### src/rtl/link_dbg_pkg.sv
package link_dbg_pkg;

  // register addresses (decoded against an ADDR_W-bit address)
  localparam int unsigned ADR_SCRATCH = 0;
  localparam int unsigned ADR_CTRL    = 1;
  localparam int unsigned ADR_WIN_ID  = 2;
  localparam int unsigned ADR_PINS    = 3;
  localparam int unsigned ADR_WIN_PRI = 6;
  localparam int unsigned ADR_TX_STAT = 7;

  // control register bit positions
  localparam int unsigned CTRL_EN_BIT   = 0;
  localparam int unsigned CTRL_DLVL_BIT = 1;
  localparam int unsigned CTRL_SLVL_BIT = 2;
  localparam int unsigned CTRL_W        = 3;

  // width of the pin capture and transmit status fields
  localparam int unsigned PINS_W = 4;
  localparam int unsigned TXST_W = 4;

  typedef struct packed {
    logic slvl;
    logic dlvl;
    logic en;
  } ctrl_t;

  typedef struct packed {
    logic strb_oe;
    logic data_oe;
    logic strb;
    logic data;
  } tx_pins_t;

  function automatic logic is_mapped(input int unsigned a);
    return (a == ADR_SCRATCH) || (a == ADR_CTRL) || (a == ADR_WIN_ID) ||
           (a == ADR_PINS) || (a == ADR_WIN_PRI) || (a == ADR_TX_STAT);
  endfunction

endpackage

### src/rtl/link_dbg_sync.sv
module link_dbg_sync #(
  parameter int unsigned WIDTH  = 4,
  parameter int unsigned STAGES = 2
) (
  input  logic             clk,
  input  logic             rst,
  input  logic [WIDTH-1:0] async_in,
  output logic [WIDTH-1:0] sync_out
);

  logic [STAGES-1:0][WIDTH-1:0] chain_q;

  always_ff @(posedge clk) begin
    if (rst) chain_q[0] <= '0;
    else     chain_q[0] <= async_in;
  end

  for (genvar s = 1; s < STAGES; s++) begin : g_stage
    always_ff @(posedge clk) begin
      if (rst) chain_q[s] <= '0;
      else     chain_q[s] <= chain_q[s-1];
    end
  end

  assign sync_out = chain_q[STAGES-1];

endmodule

### src/rtl/link_dbg_override.sv
module link_dbg_override
  import link_dbg_pkg::*;
(
  input  logic     clk,
  input  logic     rst,
  input  logic     hw_test,
  input  ctrl_t    ctrl,
  input  tx_pins_t normal_in,
  output tx_pins_t pins_q,
  output logic     force_on
);

  tx_pins_t pins_d;

  assign force_on = hw_test & ctrl.en;

  always_comb begin
    if (force_on) begin
      pins_d.data    = ctrl.dlvl;
      pins_d.strb    = ctrl.slvl;
      pins_d.data_oe = 1'b1;
      pins_d.strb_oe = 1'b1;
    end else begin
      pins_d = normal_in;
    end
  end

  always_ff @(posedge clk) begin
    if (rst) pins_q <= '0;
    else     pins_q <= pins_d;
  end

endmodule

### src/rtl/link_dbg_regfile.sv
module link_dbg_regfile
  import link_dbg_pkg::*;
#(
  parameter int unsigned ADDR_W = 4,
  parameter int unsigned DATA_W = 8,
  parameter int unsigned ID_W   = 6,
  parameter int unsigned PRI_W  = 4
) (
  input  logic              clk,
  input  logic              rst,
  input  logic              wr_en,
  input  logic              rd_en,
  input  logic [ADDR_W-1:0] addr,
  input  logic [DATA_W-1:0] wr_data,
  output logic [DATA_W-1:0] rd_data,
  input  logic              winner_valid,
  input  logic [ID_W-1:0]   winner_id,
  input  logic [PRI_W-1:0]  winner_pri,
  input  logic              bus_reset,
  input  logic [PINS_W-1:0] pins_cap,
  input  tx_pins_t          tx_stat,
  output ctrl_t             ctrl_q,
  output logic [DATA_W-1:0] scratch_q,
  output logic [ID_W-1:0]   win_id_q,
  output logic [PRI_W-1:0]  win_pri_q
);

  localparam logic [ADDR_W-1:0] A_SCR = ADDR_W'(ADR_SCRATCH);
  localparam logic [ADDR_W-1:0] A_CTL = ADDR_W'(ADR_CTRL);
  localparam logic [ADDR_W-1:0] A_WID = ADDR_W'(ADR_WIN_ID);
  localparam logic [ADDR_W-1:0] A_PIN = ADDR_W'(ADR_PINS);
  localparam logic [ADDR_W-1:0] A_WPR = ADDR_W'(ADR_WIN_PRI);
  localparam logic [ADDR_W-1:0] A_TXS = ADDR_W'(ADR_TX_STAT);

  logic              wr_scr;
  logic              wr_ctl;
  logic [DATA_W-1:0] rd_mux;

  assign wr_scr = wr_en && (addr == A_SCR);
  assign wr_ctl = wr_en && (addr == A_CTL);

  // scratch: every bit writable
  always_ff @(posedge clk) begin
    if (rst)         scratch_q <= '0;
    else if (wr_scr) scratch_q <= wr_data;
  end

  // control: enable plus two static levels
  always_ff @(posedge clk) begin
    if (rst) begin
      ctrl_q <= '0;
    end else if (wr_ctl) begin
      ctrl_q.en   <= wr_data[CTRL_EN_BIT];
      ctrl_q.dlvl <= wr_data[CTRL_DLVL_BIT];
      ctrl_q.slvl <= wr_data[CTRL_SLVL_BIT];
    end
  end

  // last winner record; bus reset takes precedence
  always_ff @(posedge clk) begin
    if (rst || bus_reset) begin
      win_id_q  <= '1;
      win_pri_q <= '1;
    end else if (winner_valid) begin
      win_id_q  <= winner_id;
      win_pri_q <= winner_pri;
    end
  end

  always_comb begin
    unique case (addr)
      A_SCR:   rd_mux = scratch_q;
      A_CTL:   rd_mux = DATA_W'(ctrl_q);
      A_WID:   rd_mux = DATA_W'(win_id_q);
      A_PIN:   rd_mux = DATA_W'(pins_cap);
      A_WPR:   rd_mux = DATA_W'(win_pri_q);
      A_TXS:   rd_mux = DATA_W'(tx_stat);
      default: rd_mux = '0;
    endcase
  end

  // registered read port: samples pre-write state
  always_ff @(posedge clk) begin
    if (rst)        rd_data <= '0;
    else if (rd_en) rd_data <= rd_mux;
  end

endmodule

### src/rtl/link_dbg_regs.sv
module link_dbg_regs
  import link_dbg_pkg::*;
#(
  parameter int unsigned ADDR_W      = 4,
  parameter int unsigned DATA_W      = 8,
  parameter int unsigned ID_W        = 6,
  parameter int unsigned PRI_W       = 4,
  parameter int unsigned SYNC_STAGES = 2
) (
  input  logic              clk,
  input  logic              rst,
  input  logic              wr_en,
  input  logic              rd_en,
  input  logic [ADDR_W-1:0] addr,
  input  logic [DATA_W-1:0] wr_data,
  output logic [DATA_W-1:0] rd_data,
  input  logic              winner_valid,
  input  logic [ID_W-1:0]   winner_id,
  input  logic [PRI_W-1:0]  winner_pri,
  input  logic              bus_reset,
  input  logic              test_pin,
  input  logic              rx_data_pin,
  input  logic              rx_strb_pin,
  input  logic [1:0]        clk_sel,
  input  logic              tx_data_in,
  input  logic              tx_strb_in,
  input  logic              data_oe_in,
  input  logic              strb_oe_in,
  output logic              tx_data_out,
  output logic              tx_strb_out,
  output logic              data_oe,
  output logic              strb_oe
);

  logic [PINS_W-1:0] pins_raw;
  logic [PINS_W-1:0] pins_cap;
  ctrl_t             ctrl_q;
  tx_pins_t          normal_in;
  tx_pins_t          tx_q;
  logic              force_on;
  logic [DATA_W-1:0] scratch_q;
  logic [ID_W-1:0]   win_id_q;
  logic [PRI_W-1:0]  win_pri_q;

  assign pins_raw = {clk_sel, rx_strb_pin, rx_data_pin};

  link_dbg_sync #(
    .WIDTH  (PINS_W),
    .STAGES (SYNC_STAGES)
  ) u_sync (
    .clk      (clk),
    .rst      (rst),
    .async_in (pins_raw),
    .sync_out (pins_cap)
  );

  assign normal_in.data    = tx_data_in;
  assign normal_in.strb    = tx_strb_in;
  assign normal_in.data_oe = data_oe_in;
  assign normal_in.strb_oe = strb_oe_in;

  link_dbg_override u_ovr (
    .clk       (clk),
    .rst       (rst),
    .hw_test   (test_pin),
    .ctrl      (ctrl_q),
    .normal_in (normal_in),
    .pins_q    (tx_q),
    .force_on  (force_on)
  );

  link_dbg_regfile #(
    .ADDR_W (ADDR_W),
    .DATA_W (DATA_W),
    .ID_W   (ID_W),
    .PRI_W  (PRI_W)
  ) u_regs (
    .clk          (clk),
    .rst          (rst),
    .wr_en        (wr_en),
    .rd_en        (rd_en),
    .addr         (addr),
    .wr_data      (wr_data),
    .rd_data      (rd_data),
    .winner_valid (winner_valid),
    .winner_id    (winner_id),
    .winner_pri   (winner_pri),
    .bus_reset    (bus_reset),
    .pins_cap     (pins_cap),
    .tx_stat      (tx_q),
    .ctrl_q       (ctrl_q),
    .scratch_q    (scratch_q),
    .win_id_q     (win_id_q),
    .win_pri_q    (win_pri_q)
  );

  assign tx_data_out = tx_q.data;
  assign tx_strb_out = tx_q.strb;
  assign data_oe     = tx_q.data_oe;
  assign strb_oe     = tx_q.strb_oe;

endmodule

### config.mk
export PLATFORM = sky130hd
export DESIGN_NAME = link_dbg_regs
export DESIGN_NICKNAME = d
export VERILOG_FILES = /design/src/rtl/link_dbg_pkg.sv /design/src/rtl/link_dbg_sync.sv /design/src/rtl/link_dbg_override.sv /design/src/rtl/link_dbg_regfile.sv /design/src/rtl/link_dbg_regs.sv
export SDC_FILE = /design/constraint.sdc
export NUM_CORES = 1
export LEC_CHECK = 0
export ABC_CLOCK_PERIOD_IN_PS = 2350
export BUFFER_PORTS_ARGS = -buffer_cell sky130_fd_sc_hd__buf_2
export CORE_MARGIN = 2
export CORE_UTILIZATION = 57
export CTS_BUF_LIST = sky130_fd_sc_hd__clkbuf_4 sky130_fd_sc_hd__clkbuf_8
export CTS_CLUSTER_DIAMETER = 60
export CTS_CLUSTER_SIZE = 8
export DETAILED_ROUTE_END_ITERATION = 7
export HOLD_SLACK_MARGIN = 0.15
export PLACE_DENSITY = 0.86
export SLEW_MARGIN = 25
export SYNTH_ARGS = -nofsm -noshare
export SYNTH_HDL_FRONTEND = slang
export SYNTH_SLANG_ARGS = --single-unit
### constraint.sdc
create_clock -name clk -period 2.35 [get_ports clk]
set_input_delay 0 -clock clk [delete_from_list [all_inputs] [get_ports clk]]
set_output_delay 0 -clock clk [all_outputs]
set_load 0.1 [all_outputs]
==> results of run 1 <==
cells in the mapped netlist, drive strengths merged (2+ instances only):
cell type,count,area [sq um]
dfxtp,41,821
buf,4,26.3
nor3b,2,15.0
mux2i,13,130
a211oi,4,35.0
nor2,4,15.0
nand3,17,85.1
clkbuf,8,31.3
nand2,15,56.3
o21ai,11,55.1
a32oi,2,17.5
a22oi,2,15.0
mux2,8,90.1
nand2b,3,18.8
a31oi,3,18.8
a21oi,22,110
nor2b,14,87.6
cell families after synthesis:
family          after synthesis  synth area share [%]
buf+inv                      13                  3.59
mux                          21                  12.9
simple gates                 61                  19.7
flops                        41                  48.1
compound gates               46                  15.8
stage by stage:
stage / util (%) / worst slack [ns] / hold slack [ns]
global placement: 69.0 / 1.03 / 0.207
floorplan: - / 0.770 / 0.117
detailed placement: 69.0 / 1.00 / 0.212
==> impl_metrics.tcl, run 1 <==
set metrics [dict create \
    yosys_warnings 0 \
    postCtsSetupBuffers 0 \
    async_flop_share_pct 0 \
    synth_cells 182 \
    ios 49 \
    ys.flop_type "dfxtp_1" \
    place_area_sq_um 1940 \
    place_inst 250 \
    cts_root_buf "clkbuf_4" \
    cts_made_buffers 5 \
    synth-edff-count 0 \
    error "[ERROR DPL-0033] detailed placement checks failed during check placement." \
    clockBufferDepth 2 \
    outcome "aborted with a tool error" \
    die_w_um 58.7 \
    syn_nets 219 \
    cts_resized 0 \
    dpl.hpwl_mm 2.49 \
    place.gp.congestion 0.854 \
    io_buffers 48 \
    synth_seq_cells 41 \
    htreeDepth 2 \
    stop_stage "clock tree synthesis" \
    yosys.cell_types.count 30 \
    clkSinkCount 41 \
    start_util_pct 60.9 \
    synth_area_sq_um 1710 \
    ctsHoldBuffers 73 \
    ys_seq_area_share_pct 48.1 \
    avgSynthCellArea_sq_um 9.38 \
    num_rows 19 \
    die_h_um 58.7 \
]
==> run 2: changes to the inputs <==
CORE_UTILIZATION = 40   (was 57)
CTS_BUF_LIST = default   (was sky130_fd_sc_hd__clkbuf_4 sky130_fd_sc_hd__clkbuf_8)
CTS_CLUSTER_DIAMETER = default   (was 60)
CTS_CLUSTER_SIZE = default   (was 8)
HOLD_SLACK_MARGIN = default   (was 0.15)
PLACE_DENSITY = default   (was 0.86)
PLACE_DENSITY_LB_ADDON = 0.15   (was default)
==> run 2 against run 1 <==
Effect of this change:
- the flow now finishes without violations
- synthesized area stayed put
- synthesized cell count stayed put
==> impl_metrics.tcl, run 2 <==
set metrics [dict create \
    ys_seq_area_share_pct 48.1 \
    drive_above_1_share_pct 26.5 \
    maxCapViolations 0 \
    synth_cells 182 \
    syn_nets 219 \
    powerDensity_nw_per_um2 627 \
    cp.required_ns 2.51 \
    achievable-frequency_ghz 0.816 \
    final_cell_mix "buf_2 (48), dfxtp_1 (41), dlygate4sd3_1 (27)" \
    yosys-top-cells-area "dfxtp_1 (48%), mux2i_1 (7.6%), a21oi_1 (6.4%), mux2_2 (5.3%), nor2b_1 (5.1%)" \
    crit_path_cell_trace "a21oi_1 -> dlygate4sd3_1 -> nor2_1" \
    postCtsSetupBuffers 0 \
    hold_viol_final 0 \
    peakVddDrop_v 0.000434 \
    critPathArrivalTime_ns 1.39 \
    avgSynthCellArea_sq_um 9.38 \
    synth_top_area_share_pct 48.1 \
    reg_top3 "u_regs.rd_data: 8 flops, u_regs.scratch_q: 8 flops, u_regs.win_id_q: 6 flops" \
    cp_top_family "buffers and inverters" \
    grt_max_degree 33 \
    ios 49 \
    io_buffers 48 \
    diodes 0 \
    start_util_pct 42.1 \
    drt_first_pass_iters 4 \
    synth-edff-count 0 \
    clk_pin_slew_ns 0.07 \
    max-slew-margin-rel_pct 57.5 \
    ys.flop_type "dfxtp_1" \
    grt_overflow 0 \
    routed_via_density 5.14 \
    dieArea_sq_um 4810 \
    dpl.hpwl_mm 2.74 \
    syn2layout_area_growth_pct 36.7 \
    slowest_stage "dlygate4sd3_1" \
    cts_root_buf "clkbuf_8" \
    track_usage_pct 18.1 \
    critPathCaptureType "register" \
    clock_latency_ns 0.29 \
    synth_area_sq_um 1710 \
    slew_violations 0 \
    grt_pass1_vias 1513 \
    place_area_sq_um 1960 \
    synth.most_common_cell "dfxtp_1" \
    crit_fanout 7 \
    grt_pass1_wl_mm 6.85 \
    outcome "complete, no violations" \
    crit_buf_inv 1 \
    final_nets 290 \
    drt_iter0_markers 67 \
    worstSetupPathType "register to register" \
    rsz0062_at_grt "no" \
    synthTopCellsByCount "dfxtp_1 (41), a21oi_1 (22), nand3_1 (17), nand2_1 (15), nor2b_1 (14)" \
    synth_top_cell_by_area "dfxtp_1" \
    drt-total-wl_mm 4.19 \
    clockBufferDepth 2 \
    period_needed_ns 1.22 \
    skew_ns 0.00442 \
    final_common_cell "buf_2" \
    p_leak_uw 0.000969 \
    async_flop_share_pct 0 \
    clkSinkCount 41 \
    critPathLaunchType "register" \
    yosys.cell_types.count 30 \
    worst_slew_pin_slew_ns 0.635 \
    slowest_delay_ns 0.55 \
    ant_nets 0 \
    via_count 1557 \
    fin_setup_tns_ns 0 \
    htreeDepth 2 \
    antenna_found_initial 0 \
    cts_made_buffers 5 \
    finalCritPeriodShare_pct 52.1 \
    num_rows 23 \
    hp-class "input pin to register" \
    setup_viol 0 \
    yosys_warnings 0 \
    cts_tree "done" \
    wire_per_inst_um 13.8 \
    die_h_um 69.3 \
    place.gp.congestion 0.779 \
    core_region_area_sq_um 4060 \
    drc 0 \
    final_cell_area_sq_um 2330 \
    synth_seq_cells 41 \
    die_w_um 69.3 \
]
run 2: cell families (layout without fill, tap and decap cells):
family	after synthesis	after routing	synth area share (%)
and+or+nand+nor	61	61	19.7
muxes	21	21	12.9
buffers and inverters	13	84	3.59
AOI/OAI and AO/OA	46	46	15.8
DFF	41	41	48.1
run 2: tightest hold or removal path, stage by stage:
cell and delay [ns]:
buf_2 0.13, nand3_1 0.08, a21oi_1 0.06
run 2: area by class of cell:
class,instances,area (sq um)
clock inverter,2,35.0
timing repair buffer,76,518
inverter,1,3.75
clock buffer,5,68.8
sequential,41,821
fill,372,1720
multi-input combinational,128,826
tap,50,62.6
run 2: layer usage:
metal / up-vias / wire length, um / track usage (%)
met2: 35 / 2070 / 30.3
met4: 0 / 134 / 9.80
met5: - / 0 / 0
met3: 13 / 164 / 3.92
li1: 791 / - / -
met1: 718 / 1830 / 21.5
run 2: final timing paths:
path	start	end	slack (ns)	cells after the start
setup / recovery	u_regs.ctrl_q[0]$_SDFFE_PP0P_	u_ovr.pins_q[3]$_SDFF_PP0_	1.13	3
hold / removal	test_pin	u_ovr.pins_q[1]$_SDFF_PP0_	0.02	3
setup reg to reg	u_regs.ctrl_q[0]$_SDFFE_PP0P_	u_ovr.pins_q[3]$_SDFF_PP0_	1.13	3
hold reg to reg	u_sync.chain_q[0]$_SDFF_PP0_	u_sync.sync_out[0]$_SDFF_PP0_	0.44	1
run 2: stage by stage:
step                instances  setup slack, ns  hold slack [ns]  power [uW]  utilization, %
global placement          269             1.01            0.209         906            48.3
finish                    303             1.13           0.0180        1460            57.5
global route              303             1.03           0.0443        1520            57.5
floorplan                 182            0.770            0.117         852               -
CTS                       303             1.13           0.0130        1480            57.5
detailed placement        269            0.982            0.212         907            48.3
run 2: where the power goes:
group / leakage [uW] / switching (uW) / internal [uW] / total [uW]
Combinational: 0.000581 / 114 / 89.5 / 203
Clock: 0.0000540 / 230 / 309 / 539
Sequential: 0.000335 / 8.52 / 714 / 722
run 2: what timing repair did:
item,in CTS,in global routing
setup endpoints to repair,0,0
hold buffers,27,0
hold endpoints to repair,29,0
resized for setup,0,0
Power figures use the tool's default switching activity.
==> run 3: changes to the inputs <==
ABC_AREA = 1   (was default)
ABC_CLOCK_PERIOD_IN_PS = 1000   (was 2350)
clock period = 1 ns   (was 2.35 ns; I/O delays follow)
==> run 3 against run 2 <==
Effect of this change:
- non-clock buffer count up 7
- count of clock-buffer cells in the layout up 3
- hold slack worse by 0.014 ns
- critical path type is now input pin to register
- synthesized area down 0.88%
- sequential power up 140%
- largest cell class is now sequential cells
- via count up 10%
- first-iteration DRC count up 21%
- clock power up 86%
- cell count up 19%
- critical endpoint is now u_ovr.pins_q[1]$_SDFF_PP0_
- worst setup slack worse by 1.0 ns
==> impl_metrics.tcl, run 3 <==
set metrics [dict create \
    outcome "complete, no violations" \
    max-slew-margin-rel_pct 81.6 \
    start_util_pct 42.0 \
    cp.required_ns 1.20 \
    synthTopCellsByCount "nand2_1 (62), dfxtp_1 (41), nand3_1 (34), nor2_1 (22), a21oi_1 (15)" \
    reg_top3 "u_regs.rd_data: 8 flops, u_regs.scratch_q: 8 flops, u_regs.win_id_q: 6 flops" \
    final_cell_mix "nand2_1 (62), buf_2 (36), nand3_1 (34)" \
    period_needed_ns 0.905 \
    ios 49 \
    fillers 348 \
    htreeDepth 2 \
    cts_root_buf "clkbuf_8" \
    drt_iter0_markers 81 \
    synth-edff-count 0 \
    rrSetupSlack_ns 0.11 \
    synth_top_cell_by_area "dfxtp_1" \
    r2r_end "u_ovr.pins_q[1]$_SDFF_PP0_" \
    diodes 0 \
    grt_pass1_vias 1505 \
    critPathLaunchType "input pin" \
    final_cell_area_sq_um 2590 \
    drt_first_pass_iters 4 \
    ys_seq_area_share_pct 48.5 \
    p_leak_uw 0.00113 \
    dieArea_sq_um 4770 \
    worst_slew_pin_slew_ns 0.274 \
    via_count 1713 \
    syn_nets 266 \
    grt_pass1_wl_mm 6.87 \
    syn2layout_area_growth_pct 52.9 \
    die_w_um 69.1 \
    critPathArrivalTime_ns 1.10 \
    worst_slack_ns 0.0951 \
    clockBufferDepth 2 \
    synth_top_area_share_pct 48.5 \
    rr_worst_depth 4 \
    synth_seq_cells 41 \
    setup_viol 0 \
    multi_input_area_sq_um 753 \
    hp-class "input pin to register" \
    async_flop_share_pct 0 \
    antenna_found_initial 0 \
    yosys.cell_types.count 19 \
    dpl.hpwl_mm 2.82 \
    drt-total-wl_mm 4.13 \
    place_area_sq_um 2230 \
    track_usage_pct 17.8 \
    die_h_um 69.1 \
    place.gp.congestion 0.806 \
    clkSinkCount 41 \
    synth_area_sq_um 1690 \
    yosys_warnings 0 \
    ys.flop_type "dfxtp_1" \
    endpoint "u_ovr.pins_q[1]$_SDFF_PP0_" \
    clock_latency_ns 0.28 \
    fin_setup_tns_ns 0 \
    drc 0 \
    grt_max_degree 29 \
    num_rows 23 \
    crit_fanout 18 \
    rsz0062_at_grt "no" \
    maxCapViolations 0 \
    synth.most_common_cell "nand2_1" \
    postCtsSetupBuffers 0 \
    yosys-top-cells-area "dfxtp_1 (48%), nand2_1 (14%), nand3_1 (10%), nor2_1 (4.9%), a21oi_1 (4.4%)" \
    critPathLaunch "rst" \
    dp_slack_ns 0.0107 \
    achievable-frequency_ghz 1.11 \
    cts_made_buffers 5 \
    avgSynthCellArea_sq_um 7.39 \
    powerDensity_nw_per_um2 1270 \
    timing.rr.start "u_regs.ctrl_q[0]$_SDFFE_PP0P_" \
    drive_above_1_share_pct 28.3 \
    power_uw 3300 \
    core_region_area_sq_um 4030 \
    slew_violations 0 \
    ant_nets 0 \
    finalCritPeriodShare_pct 90.5 \
    grt_overflow 0 \
    synth_cells 229 \
    cts_tree "done" \
    routed_via_density 4.75 \
    final_nets 347 \
    skew_ns 0.00454 \
    worstSetupPathType "input pin to register" \
    final_common_cell "nand2_1" \
    wire_per_inst_um 11.4 \
    peakVddDrop_v 0.000990 \
    hold_viol_final 0 \
    io_buffers 48 \
    critPathCaptureType "register" \
    clk_pin_slew_ns 0.07 \
    seq_area_sq_um 842 \
]
[run 3: kinds of logic after synthesis]
group	share of synthesized area [%]
flip-flops	48.5
buffers and inverters	7.32
AO/OA/AOI/OAI	7.54
AND/OR/NAND/NOR	36.7
[run 3: layer usage]
metal	global-route usage (%)	routed length (um)	up-vias
met4	5.66	44	0
met3	6.58	205	6
met2	26.8	1920	45
met5	0	0	-
li1	-	-	914
met1	23.7	1970	748
[run 3: worst min-delay path by stage]
| stage | start | endpoint | cells after the start |
|---|---|---|---|
| 2_1_floorplan | rx_data_pin | u_sync.chain_q[0]$_SDFF_PP0_ | 2 |
| 4_1_cts | rd_en | u_regs.rd_data[2]$_SDFFE_PP0P_ | 3 |
| 3_5_place_dp | rx_strb_pin | u_sync.chain_q[1]$_SDFF_PP0_ | 3 |
| 3_3_place_gp | clk_sel[0] | u_sync.chain_q[2]$_SDFF_PP0_ | 3 |
| 5_1_grt | rd_en | u_regs.rd_data[2]$_SDFFE_PP0P_ | 3 |
| 6_report | rd_en | u_regs.rd_data[2]$_SDFFE_PP0P_ | 3 |
[run 3: stage by stage]
| step | util [%] | hold WS, ns | std cells |
|---|---|---|---|
| after floorplan | - | 0.107 | 229 |
| after global placement | 55.4 | 0.200 | 326 |
| after detailed placement | 55.4 | 0.206 | 326 |
| after CTS | 63.6 | 0.0000931 | 359 |
| after global routing | 64.3 | 0.00197 | 361 |
| final | 64.3 | 0.00381 | 361 |
[run 3: critical path, cell delays in order]
cell	delay (ns)
dlygate4sd3_1	0.53
buf_2	0.15
buf_4	0.21
a211oi_1	0.21
[run 3: power breakdown]
part	internal (uW)	switching, uW
sequential	1680	35.3
combinational	259	313
clock	495	510
[run 3: layout make-up]
class / instances / share of cell area [%]
inverters: 20 / 2.90
well taps: 50 / 2.42
clock buffers: 8 / 3.09
flip-flops and latches: 41 / 32.5
repair buffers: 83 / 30.0
multi-input cells: 159 / 29.1
[run 3: what timing repair did]
action                                 4_1_cts  5_1_grt
gates resized for setup                      0        1
setup endpoints to repair                    0        1
hold buffers                                25        2
endpoints found under the hold margin       24        2
